===== src/rtl/vtx_ctrl_i2c.sv =====
module vtx_ctrl_i2c #(
  parameter logic [6:0] DEV_ADDR    = 7'h39,
  parameter int         SYNC_STAGES = 2,
  parameter logic [7:0] SYSCTL_OFS  = 8'h1A,
  parameter logic [7:0] ID_OFS      = 8'h1B,
  parameter logic [7:0] IRQ_OFS     = 8'h3D,
  parameter logic [7:0] ID_VALUE    = 8'hB0,
  parameter logic [7:0] IRQ_VALUE   = 8'h04
) (
  input  logic clk,
  input  logic rst_n,
  input  logic scl_i,
  input  logic sda_i,
  output logic sda_oe,
  output logic ddc_mode
);

  localparam int REQ_BIT   = 2;
  localparam int GRANT_BIT = 1;
  localparam logic [7:0] HANDSHAKE_RD = 8'((1 << REQ_BIT) | (1 << GRANT_BIT));

  typedef enum logic [2:0] {S_IDLE, S_ADDR, S_AACK, S_WR, S_WACK, S_RD, S_RACK} st_t;

  logic [SYNC_STAGES-1:0] scl_sr, sda_sr;
  logic scl_s, sda_s, scl_q, sda_q;
  logic scl_rise, scl_fall, start_det, stop_det;

  st_t        state;
  logic [3:0] bitcnt;
  logic [7:0] shreg, ptr, rd_value;
  logic       rw, ptr_pending, ddc_req, ddc_on, mnack;

  assign scl_s     = scl_sr[SYNC_STAGES-1];
  assign sda_s     = sda_sr[SYNC_STAGES-1];
  assign scl_rise  = scl_s & ~scl_q;
  assign scl_fall  = ~scl_s & scl_q;
  assign start_det = scl_s & scl_q & sda_q & ~sda_s;
  assign stop_det  = scl_s & scl_q & ~sda_q & sda_s;

  always_ff @(posedge clk) begin
    if (!rst_n) begin
      scl_sr <= '1;
      sda_sr <= '1;
      scl_q  <= 1'b1;
      sda_q  <= 1'b1;
    end else begin
      scl_sr <= {scl_sr[SYNC_STAGES-2:0], scl_i};
      sda_sr <= {sda_sr[SYNC_STAGES-2:0], sda_i};
      scl_q  <= scl_s;
      sda_q  <= sda_s;
    end
  end

  always_comb begin
    rd_value = 8'h00;
    if (ptr == SYSCTL_OFS)   rd_value = ddc_req ? HANDSHAKE_RD : 8'h00;
    else if (ptr == ID_OFS)  rd_value = ID_VALUE;
    else if (ptr == IRQ_OFS) rd_value = IRQ_VALUE;
  end

  always_ff @(posedge clk) begin
    if (!rst_n) begin
      state       <= S_IDLE;
      bitcnt      <= '0;
      shreg       <= '0;
      ptr         <= '0;
      rw          <= 1'b0;
      ptr_pending <= 1'b0;
      ddc_req     <= 1'b0;
      ddc_on      <= 1'b0;
      ddc_mode    <= 1'b0;
      sda_oe      <= 1'b0;
      mnack       <= 1'b0;
    end else if (start_det) begin
      state  <= S_ADDR;
      bitcnt <= '0;
      sda_oe <= 1'b0;
    end else if (stop_det) begin
      state       <= S_IDLE;
      sda_oe      <= 1'b0;
      ptr_pending <= 1'b0;
      ddc_mode    <= ddc_on;
    end else begin
      case (state)
        S_ADDR: begin
          if (scl_rise) begin
            shreg  <= {shreg[6:0], sda_s};
            bitcnt <= bitcnt + 4'd1;
          end else if (scl_fall && bitcnt == 4'd8) begin
            if (shreg[7:1] == DEV_ADDR) begin
              state       <= S_AACK;
              sda_oe      <= 1'b1;
              rw          <= shreg[0];
              ptr_pending <= ~shreg[0];
            end else begin
              state <= S_IDLE;
            end
          end
        end
        S_AACK: begin
          if (scl_fall) begin
            bitcnt <= '0;
            if (rw) begin
              state  <= S_RD;
              shreg  <= rd_value;
              sda_oe <= ~rd_value[7];
              ptr    <= ptr + 8'd1;
            end else begin
              state  <= S_WR;
              sda_oe <= 1'b0;
            end
          end
        end
        S_WR: begin
          if (scl_rise) begin
            shreg  <= {shreg[6:0], sda_s};
            bitcnt <= bitcnt + 4'd1;
          end else if (scl_fall && bitcnt == 4'd8) begin
            state  <= S_WACK;
            sda_oe <= 1'b1;
            if (ptr_pending) begin
              ptr         <= shreg;
              ptr_pending <= 1'b0;
            end else begin
              if (ptr == SYSCTL_OFS) begin
                if (shreg[REQ_BIT]) begin
                  ddc_req <= 1'b1;
                  if (shreg[GRANT_BIT]) ddc_on <= 1'b1;
                end else begin
                  ddc_req <= 1'b0;
                  ddc_on  <= 1'b0;
                end
              end
              ptr <= ptr + 8'd1;
            end
          end
        end
        S_WACK: begin
          if (scl_fall) begin
            state  <= S_WR;
            sda_oe <= 1'b0;
            bitcnt <= '0;
          end
        end
        S_RD: begin
          if (scl_fall) begin
            if (bitcnt == 4'd7) begin
              state  <= S_RACK;
              sda_oe <= 1'b0;
            end else begin
              shreg  <= {shreg[6:0], 1'b0};
              sda_oe <= ~shreg[6];
              bitcnt <= bitcnt + 4'd1;
            end
          end
        end
        S_RACK: begin
          if (scl_rise) begin
            mnack <= sda_s;
          end else if (scl_fall) begin
            if (mnack) begin
              state <= S_IDLE;
            end else begin
              state  <= S_RD;
              bitcnt <= '0;
              shreg  <= rd_value;
              sda_oe <= ~rd_value[7];
              ptr    <= ptr + 8'd1;
            end
          end
        end
        default: state <= S_IDLE;
      endcase
    end
  end

  AST_SDA_LOW_PHASE: assert property (@(posedge clk) disable iff (!rst_n)
    ((sda_oe != $past(sda_oe)) && !$past(start_det) && !$past(stop_det)) |-> !$past(scl_s));
  AST_MODE_AT_STOP: assert property (@(posedge clk) disable iff (!rst_n)
    (ddc_mode != $past(ddc_mode)) |-> $past(stop_det));
  AST_IDLE_QUIET: assert property (@(posedge clk) disable iff (!rst_n)
    (state == S_IDLE) |-> !sda_oe);
  AST_PTR_STEP: assert property (@(posedge clk) disable iff (!rst_n)
    $past(scl_fall && state == S_WR && bitcnt == 4'd8 && !ptr_pending && !start_det && !stop_det)
    |-> ptr == $past(ptr) + 8'd1);
  AST_GRANT_NEEDS_REQ: assert property (@(posedge clk) disable iff (!rst_n)
    ddc_on |-> ddc_req);

endmodule


===== config.mk =====
export PLATFORM = sky130hd
export DESIGN_NAME = vtx_ctrl_i2c
export DESIGN_NICKNAME = d
export VERILOG_FILES = /design/src/rtl/vtx_ctrl_i2c.sv
export SDC_FILE = /design/constraint.sdc
export NUM_CORES = 1
export LEC_CHECK = 0
export ABC_AREA = 1
export BUFFER_PORTS_ARGS = -buffer_cell sky130_fd_sc_hd__buf_2
export CORE_MARGIN = 8
export CORE_UTILIZATION = 25
export DETAILED_ROUTE_END_ITERATION = 16
export GPL_ROUTABILITY_DRIVEN = 0
export HOLD_SLACK_MARGIN = 0.15
export PLACE_DENSITY_LB_ADDON = 0.2
export SLEW_MARGIN = 10
export SYNTH_ARGS = -nofsm -noshare
export SYNTH_HDL_FRONTEND = slang
export SYNTH_SLANG_ARGS = --single-unit

===== constraint.sdc =====
create_clock -name clk -period 1.3 [get_ports clk]
set_input_delay 0.065 -clock clk [delete_from_list [all_inputs] [get_ports clk]]
set_output_delay 0.065 -clock clk [all_outputs]
set_load 0.01 [all_outputs]

==> flow_metrics.tcl <==
set metrics [dict create \
    status "complete, but fails checks" \
    violations "negative setup slack" \
    final_area_mm2 0.00342 \
    clkPwrFrac_pct 15.5 \
    n_antenna_cell 0 \
    hold_path.class "input port to register" \
    muxShareOfSynthArea_pct 0 \
    worstPathArrival_ps 1680 \
    layout-drive-gt1-share_pct 43.8 \
    yosys_most_used_dff "dfxtp_1" \
    period_share_pct 114 \
    root_buffer "clkbuf_8" \
    crit_path_end_kind "register" \
    synth_top_family_by_area "simple AND/OR/NAND/NOR gates" \
    rsz0062_at_grt "yes" \
    startpoint_type "register" \
    antenna_left 0 \
    grt_max_degree 21 \
    first_iter_violations 244 \
    wl_mm 6.88 \
    grt_pass1_vias 2444 \
    yosys.area_share.xor_xnor_pct 0.805 \
    hold_viol 0 \
    layout.nets 449 \
    grt_pass1_wl_mm 11.4 \
    drc 0 \
    start_util_pct 25.3 \
    yosysMostFrequentCell "nand2_1" \
    synth_edf_count 0 \
    cp_data_required_time_ps 1500 \
    total_power_mw 5.74 \
    synthCells 352 \
    clk_latency_ps 300 \
    io_buffers 5 \
    ir_drop_mv 0.613 \
    worst_pin_slew_ps 316 \
    synth_compound_area_share_pct 9.94 \
    num-fill-cells 884 \
    fin_tns_setup_ps -3410 \
    cts_tree "done" \
    power_switching_share_pct 43.4 \
    synthArstFlopShare_pct 0 \
    hpwl_mm 4.98 \
    maxCapViolations 0 \
    vias 2472 \
    grt_use_met3_pct 1.93 \
    leakage_nw 1.56 \
    vias_per_cell 4.50 \
    layout_setup_ws_ps -178 \
    areaGrowthSynthToFinish_pct 57.2 \
    syn_area_mm2 0.00218 \
    drv_slew 0 \
    intPower_mw 3.25 \
    core.rowCount 34 \
    p_sw_mw 2.49 \
    synth_cell_types 25 \
    cts_buffer_depth 2 \
    synth_simple_gate_area_share_pct 42.5 \
    min_period_ps 1480 \
    antenna_found_initial 0 \
    ys_seq_area_share_pct 33.1 \
    synth_top_area_cell "dfxtp_1" \
    busiest_layer "met2" \
    maxClockFrequency_ghz 0.676 \
    seq_power_share_pct 28.4 \
    fin_util_pct 39.8 \
    hold_slack_ps 183 \
    synth.net_count 361 \
    cts.clk_slew.worst_paths_ps 80 \
    cts_buffers 5 \
    setup_viol 27 \
    post_drt_wl_per_cell_um 12.5 \
    pin_count 6 \
    coreArea_mm2 0.00859 \
    ys_top_cells_by_count "nand2_1, nor2_1, inv_1" \
    cts_sinks 36 \
    fin_skew_ps 3.25 \
    cts_max_level 2 \
    postSynthAreaPerCell_um2 6.18 \
    critPathKind "register to register" \
    grt.overflow.total 0 \
    place_area_mm2 0.00288 \
    grtUsageTotal_pct 11.9 \
    use_met2_pct 19.2 \
    synth_fa_ha_area_share_pct 2.87 \
    yosysWarnings 0 \
    crit_fanout 6 \
    slew_headroom_pct 78.7 \
    synth.area.top_cells "dfxtp_1, nand2_1, nor2_1" \
    drt_pass1_iterations 5 \
    ys_ff_latch 36 \
    fp.dieH_um 109 \
    yosysTopAreaCellShare_pct 33.1 \
    die-area_mm2 0.0120 \
    met1_usage_pct 15.2 \
    fp.dieW_um 109 \
    p_comb_share_pct 56.1 \
    powerDensity_mw_per_mm2 1680 \
]
==> power groups by stage <==
stage / clock, mW / sequential (mW) / combinational (mW)
6_report: 0.888 / 1.63 / 3.22
3_5_place_dp: 0 / 1.61 / 2.41
4_1_cts: 0.917 / 1.62 / 3.05
2_1_floorplan: 0 / 1.57 / 1.54
5_1_grt: 0.962 / 1.66 / 3.58
3_3_place_gp: 0 / 1.61 / 2.41
==> logic make-up after synthesis <==
kind of cell    count (synthesis)
buf+inv                        54
fa+ha+maj                       5
xor+xnor                        2
flops                          36
simple gates                  213
compound gates                 42
==> sequential cells by signal (all words and copies together), names as in the netlist, 2 cells and up <==
| name | cells |
|---|---|
| sda_sr | 2 |
| state | 3 |
| shreg | 8 |
| bitcnt | 4 |
| scl_sr | 2 |
| ptr | 8 |
==> worst paths after layout <==
kind                                    end      start  cells after the start  slack [ps]
worst max register to register     shreg[4]   state[2]                      9        -180
worst max-delay path               shreg[4]   state[2]                      9        -180
worst min-delay path            ptr_pending      rst_n                      4         180
worst min register to register    scl_sr[1]  scl_sr[0]                      1         420
==> area by class of cell <==
type / count / area (um^2) / share of cell area [%]
multi-input cells: 264 / 1580 / 46.2
clock inverters: 1 / 6.26 / 0.183
inverters: 48 / 191 / 5.59
repair buffers: 85 / 679 / 19.9
clock buffers: 7 / 86.3 / 2.52
well taps: 108 / 135 / 3.95
flip-flops and latches: 36 / 742 / 21.7
==> metrics by stage <==
stage,instances,setup WS (ps)
global route,549,-275
floorplan,352,-60.1
CTS,549,-158
finish,549,-178
detailed placement,529,-243
global placement,529,-219
==> worst max-delay path, stage by stage, from the launching register on <==
cell and delay [ps]:
dfxtp_4 370, buf_4 140, nand3_4 100, nor2_1 70, inv_1 100, nand2_2 70, nor2_4 190, nand3_4 150
nor2_1 120, nor2_1 60
==> layout by cell type, fill, tap and decap left out <==
master         instances
nand2_1               71
buf_4                 65
nor2_1                48
inv_1                 30
dfxtp_1               27
nand3_1               25
nand2_2               17
o21ai_0               15
inv_2                 14
nor2_4                14
buf_6                 13
a21oi_1               10
nor2_2                 8
nand3_4                7
nand4_1                7
a21oi_2                6
nand3_2                6
clkbuf_8               6
o21ai_1                5
dfxtp_2                5
buf_2                  5
or2_2                  4
o21ai_2                4
dfxtp_4                4
inv_4                  3
nand2_4                3
nand3b_1               2
xor2_1                 2
ha_1                   2
ha_2                   2
dlygate4sd3_1          2
clkinv_2               1
inv_6                  1
nor3_4                 1
a211oi_2               1
nor3_2                 1
nor3_1                 1
a21oi_4                1
ha_4                   1
clkbuf_1               1
==> what timing repair did <==
action / 4_1_cts / 5_1_grt
endpoints found under the setup margin: 30 / 30
gates cloned: 2 / 0
hold buffers: 2 / 0
setup buffers: 8 / 0
pin swaps: 22 / 13
gates resized for setup: 78 / 29
endpoints found under the hold margin: 2 / 0
==> layer usage <==
layer  share of wire [%]  wire (um)
met1                  48       3270
met4                 1.8        125
met5                   0          0
met2                  47       3210
met3                 4.1        279
Note: power is estimated with default switching activity, not from simulation.
